[src/rtl/bd_pkg.sv]
package bd_pkg;
  typedef enum logic [1:0] {
    MB_IDLE = 2'd0,
    MB_PEND = 2'd1,
    MB_WAIT = 2'd2
  } mb_state_t;
endpackage

[src/rtl/bd_mailbox.sv]
module bd_mailbox
  import bd_pkg::*;
#(
  parameter int AW = 8,
  parameter int DW = 16
) (
  input  logic          clk,
  input  logic          rst_n,
  input  logic          addr_we,
  input  logic [AW-1:0] addr_wd,
  input  logic          data_we,
  input  logic [DW-1:0] data_wd,
  input  logic          rd_req,
  input  logic          wr_req,
  input  logic          grant,
  input  logic [DW-1:0] rdata,
  output logic [AW-1:0] addr_q,
  output logic [DW-1:0] data_q,
  output logic          busy,
  output logic          pend,
  output logic          op_wr,
  output logic          proto_err
);
  mb_state_t state_q;

  assign busy = (state_q != MB_IDLE);
  assign pend = (state_q == MB_PEND);

  always_ff @(posedge clk) begin
    if (!rst_n) begin
      state_q   <= MB_IDLE;
      addr_q    <= '0;
      data_q    <= '0;
      op_wr     <= 1'b0;
      proto_err <= 1'b0;
    end else begin
      proto_err <= busy && (addr_we || data_we);
      case (state_q)
        MB_IDLE: begin
          if (addr_we) addr_q <= addr_wd;
          if (data_we) data_q <= data_wd;
          if (rd_req || wr_req) begin
            state_q <= MB_PEND;
            op_wr   <= wr_req;
          end
        end
        MB_PEND: if (grant) state_q <= MB_WAIT;
        MB_WAIT: begin
          state_q <= MB_IDLE;
          if (!op_wr) data_q <= rdata;
        end
        default: state_q <= MB_IDLE;
      endcase
    end
  end

  AST_MB_ADDR_HOLD: assert property (@(posedge clk) disable iff (!rst_n)
    busy |=> $stable(addr_q));
  AST_MB_ERR_CAUSE: assert property (@(posedge clk) disable iff (!rst_n)
    proto_err |-> $past(busy));
  AST_MB_DONE_AFTER_GRANT: assert property (@(posedge clk) disable iff (!rst_n)
    (grant && pend) |=> busy ##1 !busy);
endmodule

[src/rtl/bd_rr_arbiter.sv]
module bd_rr_arbiter #(
  parameter int N = 3,
  localparam int PW = (N > 1) ? $clog2(N) : 1
) (
  input  logic          clk,
  input  logic          rst_n,
  input  logic          block,
  input  logic [N-1:0]  req,
  output logic [N-1:0]  gnt,
  output logic          gnt_any,
  output logic [PW-1:0] gnt_idx
);
  logic [PW-1:0] ptr_q;
  logic [PW-1:0] idx;
  logic          found;

  always_comb begin
    gnt     = '0;
    gnt_idx = '0;
    found   = 1'b0;
    idx     = '0;
    for (int k = 0; k < N; k++) begin
      idx = PW'((int'(ptr_q) + k) % N);
      if (!block && !found && req[idx]) begin
        gnt[idx] = 1'b1;
        gnt_idx  = idx;
        found    = 1'b1;
      end
    end
    gnt_any = found;
  end

  always_ff @(posedge clk) begin
    if (!rst_n) begin
      ptr_q <= '0;
    end else if (gnt_any) begin
      ptr_q <= (int'(gnt_idx) == N - 1) ? '0 : gnt_idx + 1'b1;
    end
  end

  AST_ARB_ONEHOT: assert property (@(posedge clk) disable iff (!rst_n)
    $onehot0(gnt));
  AST_ARB_WORK_CONSERVING: assert property (@(posedge clk) disable iff (!rst_n)
    ((|req) && !block) |-> (|gnt));
endmodule

[src/rtl/regbank_backdoor_arb.sv]
module regbank_backdoor_arb #(
  parameter int N  = 3,
  parameter int AW = 8,
  parameter int DW = 16
) (
  input  logic            clk,
  input  logic            rst_n,
  input  logic            host_valid,
  output logic            host_ready,
  input  logic            host_we,
  input  logic [AW-1:0]   host_addr,
  input  logic [DW-1:0]   host_wdata,
  output logic            host_rvalid,
  output logic [DW-1:0]   host_rdata,
  input  logic [N-1:0]    core_addr_we,
  input  logic [N*AW-1:0] core_addr_wd,
  input  logic [N-1:0]    core_data_we,
  input  logic [N*DW-1:0] core_data_wd,
  input  logic [N-1:0]    core_rd_req,
  input  logic [N-1:0]    core_wr_req,
  output logic [N*AW-1:0] core_addr_q,
  output logic [N*DW-1:0] core_data_q,
  output logic [N-1:0]    core_busy,
  output logic [N-1:0]    core_proto_err,
  output logic            bank_en,
  output logic            bank_we,
  output logic [AW-1:0]   bank_addr,
  output logic [DW-1:0]   bank_wdata,
  input  logic [DW-1:0]   bank_rdata
);
  localparam int PW = (N > 1) ? $clog2(N) : 1;

  logic [AW-1:0] mb_addr [N];
  logic [DW-1:0] mb_data [N];
  logic [N-1:0]  mb_pend;
  logic [N-1:0]  mb_wr;
  logic [N-1:0]  gnt;
  logic          gnt_any;
  logic [PW-1:0] gnt_idx;
  logic          rvalid_q;

  genvar g;
  generate
    for (g = 0; g < N; g++) begin : g_mb
      bd_mailbox #(.AW(AW), .DW(DW)) u_mb (
        .clk       (clk),
        .rst_n     (rst_n),
        .addr_we   (core_addr_we[g]),
        .addr_wd   (core_addr_wd[g*AW +: AW]),
        .data_we   (core_data_we[g]),
        .data_wd   (core_data_wd[g*DW +: DW]),
        .rd_req    (core_rd_req[g]),
        .wr_req    (core_wr_req[g]),
        .grant     (gnt[g]),
        .rdata     (bank_rdata),
        .addr_q    (mb_addr[g]),
        .data_q    (mb_data[g]),
        .busy      (core_busy[g]),
        .pend      (mb_pend[g]),
        .op_wr     (mb_wr[g]),
        .proto_err (core_proto_err[g])
      );
      assign core_addr_q[g*AW +: AW] = mb_addr[g];
      assign core_data_q[g*DW +: DW] = mb_data[g];
    end
  endgenerate

  bd_rr_arbiter #(.N(N)) u_arb (
    .clk     (clk),
    .rst_n   (rst_n),
    .block   (host_valid),
    .req     (mb_pend),
    .gnt     (gnt),
    .gnt_any (gnt_any),
    .gnt_idx (gnt_idx)
  );

  always_comb begin
    bank_en = host_valid || gnt_any;
    if (host_valid) begin
      bank_we    = host_we;
      bank_addr  = host_addr;
      bank_wdata = host_wdata;
    end else begin
      bank_we    = mb_wr[gnt_idx];
      bank_addr  = mb_addr[gnt_idx];
      bank_wdata = mb_data[gnt_idx];
    end
  end

  always_ff @(posedge clk) begin
    if (!rst_n) rvalid_q <= 1'b0;
    else        rvalid_q <= host_valid && !host_we;
  end

  assign host_ready  = 1'b1;
  assign host_rvalid = rvalid_q;
  assign host_rdata  = bank_rdata;

  AST_HOST_FIRST: assert property (@(posedge clk) disable iff (!rst_n)
    host_valid |-> (bank_en && bank_addr == host_addr && bank_we == host_we));
  AST_GRANT_PENDING: assert property (@(posedge clk) disable iff (!rst_n)
    (|gnt) |-> ((gnt & mb_pend & core_busy) == gnt));
endmodule

[config.mk]
export PLATFORM = sky130hd
export DESIGN_NAME = regbank_backdoor_arb
export DESIGN_NICKNAME = d
export VERILOG_FILES = /design/src/rtl/bd_pkg.sv /design/src/rtl/bd_mailbox.sv /design/src/rtl/bd_rr_arbiter.sv /design/src/rtl/regbank_backdoor_arb.sv
export SDC_FILE = /design/constraint.sdc
export NUM_CORES = 1
export LEC_CHECK = 0
export BUFFER_PORTS_ARGS = -buffer_cell sky130_fd_sc_hd__clkbuf_2
export CORE_MARGIN = 2
export CORE_UTILIZATION = 47
export CTS_CLUSTER_SIZE = 24
export DETAILED_ROUTE_END_ITERATION = 16
export HOLD_SLACK_MARGIN = 0.06
export PLACE_DENSITY_LB_ADDON = 0.1
export RECOVER_POWER = 50
export SLEW_MARGIN = 0
export SYNTH_ARGS = -nofsm -noshare
export SYNTH_HDL_FRONTEND = slang
export SYNTH_SLANG_ARGS = --single-unit
export TNS_END_PERCENT = 20
[constraint.sdc]
create_clock -name clk -period 3.45 [get_ports clk]
set_input_delay 0.5175 -clock clk [delete_from_list [all_inputs] [get_ports clk]]
set_output_delay 0.5175 -clock clk [all_outputs]
set_load 0.005 [all_outputs]
==> results of run 1 <==
## layout make-up
type | instances | area [um^2]
Clock inverter | 6 | 110
Fill cell | 1038 | 4270
Tap cell | 140 | 175
Inverter | 38 | 143
Sequential cell | 87 | 1740
Clock buffer | 9 | 124
Timing Repair Buffer | 262 | 1280
Multi-Input combinational cell | 421 | 2950
## through the flow
step,utilization,instance area [um^2],hold WS [ns]
global route,0.604,6520,0.365
global placement,0.588,6350,0.467
CTS,0.611,6590,0.356
floorplan,-,5190,0.468
finish,0.604,6520,0.374
detailed placement,0.588,6350,0.470
## cell usage after synthesis, types with 10 or more instances
| library cell | instances |
|---|---|
| nand2_1 | 130 |
| a21oi_1 | 10 |
| nor2b_1 | 31 |
| o211a_1 | 49 |
| clkbuf_1 | 32 |
| buf_4 | 24 |
| a21boi_0 | 24 |
| inv_1 | 36 |
| nor2_1 | 14 |
| a22oi_1 | 25 |
| mux2i_1 | 52 |
| o211ai_2 | 20 |
| dfxtp_1 | 87 |
## state kept, by name, indices dropped and copies added (netlist names)
register             count
g_mb.u_mb.op_wr          3
g_mb.u_mb.proto_err      3
g_mb.u_mb.state_q        6
g_mb.u_mb.addr_q        24
g_mb.u_mb.data_q        48
u_arb.ptr_q              2
host_rvalid              1
## layout by cell type (no fill, tap or decap), types with 9 or more instances in the layout
master / instances
mux2i_1: 52
o211ai_2: 20
o211a_1: 49
a22oi_1: 25
a21boi_0: 24
nand2_1: 130
a21oi_1: 10
clkbuf_2: 185
nor2_1: 10
dfxtp_1: 87
clkbuf_1: 64
buf_4: 10
nor2b_1: 31
clkbuf_8: 9
inv_1: 36
## per-layer routing
metal	vias to the layer above	part of all wire	track usage
li1	2520	-	-
met1	2451	0.40	0.321
met2	211	0.49	0.472
met3	36	0.079	0.0652
met4	0	0.026	0.108
met5	-	0	0
## power by group through the flow
stage | registers, mW | clock network, mW | logic, mW
after floorplan | 1.25 | 0 | 0.763
after global routing | 1.27 | 0.918 | 1.30
after CTS | 1.25 | 0.868 | 1.18
after global placement | 1.27 | 0 | 1.14
after detailed placement | 1.27 | 0 | 1.17
final | 1.25 | 0.849 | 1.18
## kinds of logic (layout without fill, tap and decap cells)
kind of cell    count (synthesis)  in the layout  share of synthesized area
simple gates                  203            203                      0.176
flops                          87             87                      0.336
buf+inv                       105            315                      0.102
other cells                     1              1                   0.000722
mux                            52             52                      0.100
fa+ha+maj                       5              5                     0.0116
compound gates                160            160                      0.273
## repair_timing
action | in CTS | in global routing
resized for setup | 2 | 2
hold buffers | 0 | 0
setup endpoints to repair | 17 | 25
## how the worst max path moves through the flow
stage                    from        endpoint  slack (ns)  depth (start not counted)
3_5_place_dp   u_arb.ptr_q[0]    bank_addr[7]        0.35                          9
3_3_place_gp   u_arb.ptr_q[0]    bank_addr[7]        0.49                          9
2_1_floorplan  u_arb.ptr_q[0]    bank_addr[0]        0.73                         10
6_report       u_arb.ptr_q[1]  bank_wdata[14]        0.11                          9
4_1_cts        u_arb.ptr_q[0]  bank_wdata[14]        0.01                          9
5_1_grt        u_arb.ptr_q[1]  bank_wdata[14]       0.007                          9
## critical path: cells and delay by family (launching register included)
kind                       cells  cell delay (ns)
AOI/OAI and AO/OA              2             0.41
adders and majority gates      1             0.22
buffers and inverters          4             0.65
DFF                            1             0.42
and+or+nand+nor                2             0.74
==> results.ini, run 1 <==
[timing]
timing.final.ws_setup_ns = 0.108
fin_crit_ns = 3.34
relSlewSlack = -0.00228
setup-violations-final = 0
clock_skew_ns = 0.0101
tns_ns = 0
fin_crit_sh = 0.969
maxSlewViolCount = 38
tightest_slew_ns = 1.50
grt_setup_unrepaired = false
max_freq_ghz = 0.299
final_hold_viol_count = 0

[logic_synthesis]
syn-cell-area_mm2 = 0.00519
synthCells = 613
synth_top_cell_area_share = 0.336
ys_warn_count = 0
synth-async-reset-ratio = 0
synth.distinct_cells = 53
synthTopCellsByArea = dfxtp_1 34%, mux2i_1 10%, o211a_1 9.4%, nand2_1 9.4%, o211ai_2 4.8%
synth_top_area_cell = dfxtp_1
synth_seq_cells = 87
syn_avg_cell_area_um2 = 8.47
yosys_most_used_dff = dfxtp_1
syn_nets = 745
synth_edf_count = 0
synth-seq-area-share = 0.336

[placed_design]
preCtsSetupSlack_ns = 0.355
place_congestion = 0.849
place_hpwl_mm = 12.4
dp_cells = 948
port-buffer-count = 248

[grt]
grt_pass1_wl_mm = 24.8
grt_use_total = 0.272
antenna_found_initial = 0
grt_overflow = 0
grt_max_degree = 43
grt_pass1_vias = 5023

[route]
dr.pass1.iters = 5
drt-vias-per-instance = 5.42
wl_mm = 16.4
antenna_left = 0
drt_iter0_markers = 276
drc = 0
vias = 5218
wl_per_cell_um = 17.0

[min_path]
worstHoldPathType = input pin to register
hold_path_depth = 3
worstHoldStart = core_addr_wd[19]
min_to = g_mb[2].u_mb.addr_q[3]

[floorplan]
rows = 38
core_area_mm2 = 0.0108
initial_utilization = 0.481
die_y_um = 109
pin_count = 250
die_w_um = 109
dieArea_mm2 = 0.0119

[setup_path]
regToRegStartpoint = u_arb.ptr_q[1]
cp_cell_sequence = inv_1 > ha_1 > buf_4 > or4_4 > a211oi_4 > or3_2 > buf_6 > o211ai_2 > clkbuf_2
worst-setup-path-type = register to output port
crit_fanout = 14
cp_slowest_cell = or4_4
critical_path_arrival_ns = 2.82
endpoint_kind = output port
crit_path_start_kind = register
r2r_cells = 7
r2r_slack_ns = 1.13
crit_required_ns = 2.93
slowest_delay_ns = 0.56
r2r-end = g_mb[2].u_mb.state_q[0]

[power]
p_leak_nw = 3.44
switching_share = 0.355
internal_power_mw = 2.12
p_total_mw = 3.28
power_frac_seq = 0.381
p_sw_mw = 1.16
irDropWorstVdd_uv = 253
powerDensity_mw_per_mm2 = 503
pwr-share-comb = 0.360
clock_power_share = 0.259

[clock_network]
clk_latency_ns = 0.37
cts_setup_buffers = 0
cts-root-buf = clkbuf_8
clk_pin_slew_ns = 0.09
ctsHtreeMaxLevel = 3
tritoncts = done
clockBufferDepth = 2
cts_sinks = 87
cts-buffers-inserted = 9

[layout]
instances_no_fill = 963
layout-drive-gt1-share = 0.298
syn_to_final_growth_pct = 25.6
nets = 951
antennaDiodeCount = 0

[flow_run]
cap_violations = 1

[run_status]
violations = max-capacitance violations, max-slew violations
status = complete, but fails checks

(Power assumes the default switching activity.)
==> run 2, diff against run 1 <==
--- a/config.mk
+++ b/config.mk
@@ -5,9 +5,10 @@
 export SDC_FILE = /design/constraint.sdc
 export NUM_CORES = 1
 export LEC_CHECK = 0
+export ABC_AREA = 1
 export BUFFER_PORTS_ARGS = -buffer_cell sky130_fd_sc_hd__clkbuf_2
 export CORE_MARGIN = 2
-export CORE_UTILIZATION = 47
+export CORE_UTILIZATION = 46
 export CTS_CLUSTER_SIZE = 24
 export DETAILED_ROUTE_END_ITERATION = 16
 export HOLD_SLACK_MARGIN = 0.06
==> run 2 against run 1 <==
  * The run now ends clean
  * Via count rose by 11%
  * Clock power fell by 14%
  * Sequential share of layout area up 1.3 points
  * Cell area is 4.7% lower
  * Setup slack gained 0.030 ns
  * Non-clock buffer count decreased by 2
  * Maximum frequency grew 0.92%
  * Final cell count increased by 11%
  * Critical path type unchanged
  * Largest power group is now combinational logic
  * Highest routed layer unchanged
==> results.ini, run 2 <==
[clock_network]
tritoncts = done
ctsHtreeMaxLevel = 3
clk_pin_slew_ns = 0.09
holdBufCountCts = 0
clk_latency_ns = 0.37
clockBufferDepth = 2
cts-buffers-inserted = 9
cts-root-buf = clkbuf_8
cts_sinks = 87

[grt]
grt_pass1_wl_mm = 26.4
grt_use_total = 0.292
grt_overflow = 0
grt_pass1_vias = 5320
antenna_found_initial = 0
grt_max_degree = 36

[floorplan]
initial_utilization = 0.477
die_w_um = 108
dieArea_mm2 = 0.0116
pin_count = 250
die_y_um = 108
rows = 37
core_area_mm2 = 0.0104

[layout]
regMostFlops = g_mb.u_mb.data_q
antennaDiodeCount = 0
layout-drive-gt1-share = 0.294
mostFrequentLayoutCells = 190 x nand2_1, 179 x clkbuf_2, 88 x nor2_1
final_common_cell = nand2_1
largestRegisters = g_mb.u_mb.data_q (48), g_mb.u_mb.addr_q (24), g_mb.u_mb.state_q (6)
nets = 1062
final_core_util = 0.599
largest_reg_flops = 48
syn_to_final_growth_pct = 25.6
final_area_mm2 = 0.00621

[route]
wl_mm = 17.7
dr.pass1.iters = 5
vias = 5767
drt_iter0_markers = 370
wl_per_cell_um = 16.5
antenna_left = 0
drt-vias-per-instance = 5.38
drc = 0

[timing]
relSlewSlack = 0.0533
clock_skew_ns = 0.0215
setup-violations-final = 0
final_hold_viol_count = 0
tightest_slew_ns = 1.42
max_freq_ghz = 0.302
fin_crit_sh = 0.960
maxSlewViolCount = 0
fin_crit_ns = 3.31

[setup_path]
regToRegStartpoint = g_mb[1].u_mb.state_q[1]
crit_path_start_kind = register
worstSetupEndpoint = bank_wdata[9]
endpoint_kind = output port
critical_path_arrival_ns = 2.79
crit_fanout = 24
r2r_cells = 9
setup.worst_path.start = u_arb.ptr_q[0]
worst-setup-path-type = register to output port
r2r_slack_ns = 1.04
r2r-end = g_mb[1].u_mb.data_q[4]
crit_required_ns = 2.93

[power]
p_leak_nw = 2.92
powerDensity_mw_per_mm2 = 650
p_sw_mw = 1.83
power_frac_seq = 0.339
internal_power_mw = 2.21
switching_share = 0.453
clock_power_share = 0.182
pwr-share-comb = 0.479
irDropWorstVdd_uv = 334

[logic_synthesis]
yosys_most_used_dff = dfxtp_1
synth-async-reset-ratio = 0
syn_avg_cell_area_um2 = 6.87
synth_seq_cells = 87
synth-seq-area-share = 0.352
syn-cell-area_mm2 = 0.00494
syn_nets = 852
synth_most_common_cell = nand2_1
synth_edf_count = 0
ys_warn_count = 0
synth_top_area_cell = dfxtp_1
synthTopCellsByArea = dfxtp_1 35%, nand2_1 15%, o21ai_0 8.1%, nor2_1 6.7%, a21oi_2 6.4%
synth.distinct_cells = 35
synth_top_cell_area_share = 0.352
synthCells = 720
synth_common_cells = 191 x nand2_1, 88 x nor2_1, 87 x dfxtp_1, 80 x o21ai_0, 48 x a31oi_1

[min_path]
worstHoldPathType = input pin to register

[run_status]
status = finished clean

[placed_design]
place_congestion = 0.916
port-buffer-count = 248
postPlaceCellArea_mm2 = 0.00603
place_hpwl_mm = 12.8

[flow_run]
cap_violations = 0

run 2: critical path: stages (launching register included):
cell and delay (ns):
dfxtp_1 0.39, inv_1 0.09, ha_2 0.41, inv_2 0.07, nand3_1 0.09, nand2_2 0.07, nand3_2 0.15, nand4_1 0.27
nand2_8 0.31, buf_4 0.21, a21oi_2 0.06, a21oi_2 0.15, clkbuf_2 0.12
run 2: kinds of logic (layout without fill, tap and decap cells):
family | count (synthesis) | in the layout | synth area share
other | 1 | 1 | 0.000759
adder cells (fa/ha/maj) | 4 | 4 | 0.0101
AO/OA/AOI/OAI | 192 | 192 | 0.236
buffers and inverters | 94 | 307 | 0.105
AND/OR/NAND/NOR | 342 | 344 | 0.296
flip-flops | 87 | 87 | 0.352
run 2: worst min path at each step:
stage / startpoint / to / slack, ns / cells past startpoint
2_1_floorplan: g_mb[2].u_mb.op_wr / g_mb[2].u_mb.op_wr / 0.45 / 2
3_3_place_gp: g_mb[2].u_mb.op_wr / g_mb[2].u_mb.op_wr / 0.46 / 2
3_5_place_dp: g_mb[0].u_mb.op_wr / g_mb[0].u_mb.op_wr / 0.48 / 2
4_1_cts: host_we / host_rvalid / 0.34 / 2
5_1_grt: host_we / host_rvalid / 0.33 / 2
6_report: host_we / host_rvalid / 0.34 / 2
run 2: metrics by stage:
step	setup TNS, ns	total power [mW]	worst slack (ns)	cells	hold slack [ns]
3_3_place_gp	0	3.19	0.527	1051	0.465
3_5_place_dp	0	3.23	0.433	1051	0.476
5_1_grt	-0.0503	4.32	-0.0231	1071	0.331
4_1_cts	0	3.95	0.0388	1067	0.335
2_1_floorplan	0	2.67	0.980	720	0.454
6_report	0	4.04	0.139	1071	0.340
run 2: what timing repair did:
action	in CTS	in global routing
setup buffers	0	2
resized for setup	0	6
endpoints found under the setup margin	0	25
run 2: final cells by class:
cell class | instances | area (um^2)
multi-input combinational | 541 | 2740
sequential | 87 | 1740
inverter | 31 | 121
timing repair buffer | 260 | 1240
tap | 136 | 170
clock inverter | 4 | 55.1
fill | 1091 | 4160
clock buffer | 12 | 145
run 2: power groups by stage:
stage	sequential (mW)	clock, mW	combinational [mW]
floorplan	1.36	0	1.31
global placement	1.38	0	1.81
detailed placement	1.39	0	1.85
CTS	1.36	0.735	1.85
global route	1.39	0.781	2.15
finish	1.37	0.734	1.93
run 2: routing by layer:
layer  wire length (um)  GRT usage  up-vias
li1                   -          -     2808
met1               7350      0.363     2642
met2               8680      0.518      297
met3               1430     0.0472       20
met4                248     0.0824        0
met5                  0          0        -
==> run 3, diff against run 2 <==
--- a/config.mk
+++ b/config.mk
@@ -6,7 +6,7 @@
 export NUM_CORES = 1
 export LEC_CHECK = 0
 export ABC_AREA = 1
-export BUFFER_PORTS_ARGS = -buffer_cell sky130_fd_sc_hd__clkbuf_2
+export BUFFER_PORTS_ARGS = -buffer_cell sky130_fd_sc_hd__buf_2
 export CORE_MARGIN = 2
 export CORE_UTILIZATION = 46
 export CTS_CLUSTER_SIZE = 24
@@ -18,4 +18,3 @@
 export SYNTH_ARGS = -nofsm -noshare
 export SYNTH_HDL_FRONTEND = slang
 export SYNTH_SLANG_ARGS = --single-unit
-export TNS_END_PERCENT = 20
==> run 3 against run 2 <==
  * The flow now finishes with violations (max-capacitance violations, max-slew violations)
  * Non-clock buffer count rose by 1
  * Hold slack improved by 0.0070 ns
  * Sequential power barely moved
  * Final cell count rose by 0.19%
  * First-iteration DRC count rose by 21%
  * Global-route usage rose by 0.20 points
  * Sequential share of layout area fell by 0.25 points
  * Register-to-register slack improved by 0.05 ns
  * Setup slack improved by 0.066 ns
  * Count of clock-buffer cells in the layout fell by 1
  * Combinational power rose by 5%
  * Cell area rose by 0.89%
  * Critical path type unchanged
  * Critical endpoint is now bank_addr[4]
  * Highest routed layer unchanged
==> results.ini, run 3 (synthesized netlist as in run 2, its figures left out) <==
[run_status]
status = complete, but fails checks
violations = max-capacitance violations, max-slew violations

[grt]
antenna_found_initial = 0
grt_max_degree = 45
grt_pass1_wl_mm = 26.8
grt_pass1_vias = 5290
grt_use_total = 0.294
grt_overflow = 0

[timing]
clock_skew_ns = 0.00883
fin_crit_sh = 0.941
fin_hold_ws_ns = 0.347
setup-violations-final = 0
fin_crit_ns = 3.25
maxSlewViolCount = 45
tns_ns = 0
final_hold_viol_count = 0
relSlewSlack = -0.152
grt_setup_unrepaired = false
tightest_slew_ns = 1.73
max_freq_ghz = 0.308

[setup_path]
crit_required_ns = 2.93
r2r-end = g_mb[2].u_mb.data_q[14]
regToRegStartpoint = g_mb[2].u_mb.state_q[0]
endpoint_kind = output port
cp_cell_sequence = inv_1 > ha_2 > inv_2 > nand3_1 > nand2_2 > nand2_2 > nor2_4 > nand3_1 > nand2_8 > nand2_4 > nand2_1 > nand2_1 > nand2_1 > a21oi_2 > buf_2
slowest_delay_ns = 0.39
path_common_cell = nand2_1
crit_fanout = 14
cp_slowest_cell = dfxtp_1
critical_path_arrival_ns = 2.73
r2r_cells = 8
worst-setup-path-type = register to output port
r2r_slack_ns = 1.09
crit_path_start_kind = register

[min_path]
worstHoldPathType = input pin to register
hold_path_depth = 2
min_to = host_rvalid
worstHoldStart = host_we

[power]
irDropWorstVdd_uv = 306
p_leak_nw = 2.96
powerDensity_mw_per_mm2 = 663

[floorplan]
initial_utilization = 0.477
dieArea_mm2 = 0.0116
pin_count = 250
die_y_um = 108
die_w_um = 108
core_area_mm2 = 0.0104
rows = 37

[clock_network]
cts-buffers-inserted = 9
clk_latency_ns = 0.35
ctsHtreeMaxLevel = 3
clockBufferDepth = 2
clk_pin_slew_ns = 0.08
cts-root-buf = clkbuf_8
tritoncts = done
holdBufCountCts = 0
cts_sinks = 87

[layout]
final_core_util = 0.604
seq_area_mm2 = 0.00174
multi_input_area_mm2 = 0.00276
largestRegisters = g_mb.u_mb.data_q (48), g_mb.u_mb.addr_q (24), g_mb.u_mb.state_q (6)
mostFrequentLayoutCells = 190 x nand2_1, 187 x buf_2, 88 x nor2_1
nets = 1065
regMostFlops = g_mb.u_mb.data_q
layout-drive-gt1-share = 0.304
num-fill-cells = 1048
final_area_mm2 = 0.00626
largest_reg_flops = 48
syn_to_final_growth_pct = 26.7
final_common_cell = nand2_1
antennaDiodeCount = 0

[placed_design]
place_congestion = 0.852
port-buffer-count = 248
place_hpwl_mm = 12.7
postPlaceCellArea_mm2 = 0.00601

[route]
vias = 5834
dr.pass1.iters = 7
drc = 0
drt-vias-per-instance = 5.44
wl_mm = 18.2
antenna_left = 0
wl_per_cell_um = 16.9
drt_iter0_markers = 447

[flow_run]
cap_violations = 1

==> run 3: cell count changes in the layout (fill, tap and decap cells not counted), moves of 2 or more <==
cell,before,now
buf_2,0,187
clkbuf_1,72,64
clkbuf_2,179,0
clkinv_2,0,2
clkinv_4,2,0
nand2_4,1,3
==> run 3: how the worst max path moves through the flow <==
stage | start | endpoint | slack [ns] | cells after the start
after CTS | u_arb.ptr_q[0] | bank_addr[3] | 0.001 | 16
after global placement | u_arb.ptr_q[0] | bank_addr[5] | 0.43 | 16
after detailed placement | u_arb.ptr_q[0] | bank_wdata[8] | 0.34 | 12
after global routing | u_arb.ptr_q[0] | bank_wdata[1] | 0.01 | 14
final | u_arb.ptr_q[0] | bank_addr[4] | 0.20 | 15
after floorplan | u_arb.ptr_q[0] | bank_addr[0] | 0.98 | 16
==> run 3: routing by layer <==
metal / track usage / vias up / wire length (um)
met3: 0.0490 / 33 / 1540
met2: 0.500 / 323 / 8790
li1: - / 2808 / -
met5: 0 / - / 0
met1: 0.378 / 2670 / 7410
met4: 0.0934 / 0 / 432
==> run 3: stage by stage <==
step | power (mW) | setup slack, ns | instances
floorplan | 2.67 | 0.980 | 720
global placement | 3.20 | 0.434 | 1049
detailed placement | 3.23 | 0.340 | 1049
CTS | 4.00 | 0.00144 | 1064
global route | 4.45 | 0.0104 | 1073
finish | 4.15 | 0.205 | 1073
==> run 3: where the power goes <==
part / switching (mW) / internal [mW]
Sequential: 0.168 / 1.20
Combinational: 1.34 / 0.678
Clock: 0.350 / 0.422
Total: 1.86 / 2.30
==> run 3: cell type report <==
type,count,area share
multi-input combinational,543,0.440
sequential,87,0.278
timing repair buffer,261,0.200
tap,136,0.0272
clock buffer,11,0.0226
inverter,31,0.0206
clock inverter,4,0.0112
==> run 3: critical path, delay by kind of cell, from the launching register on <==
kind	cells	cell delay (ns)
flops	1	0.39
compound gates	1	0.05
fa+ha+maj	1	0.35
buf+inv	3	0.29
simple gates	10	1.28
==> run 3: repair_timing <==
action | 4_1_cts | 5_1_grt
endpoints found under the setup margin | 20 | 25
cloned | 0 | 4
setup buffers | 0 | 5
resized for setup | 1 | 7
pin swaps | 0 | 5
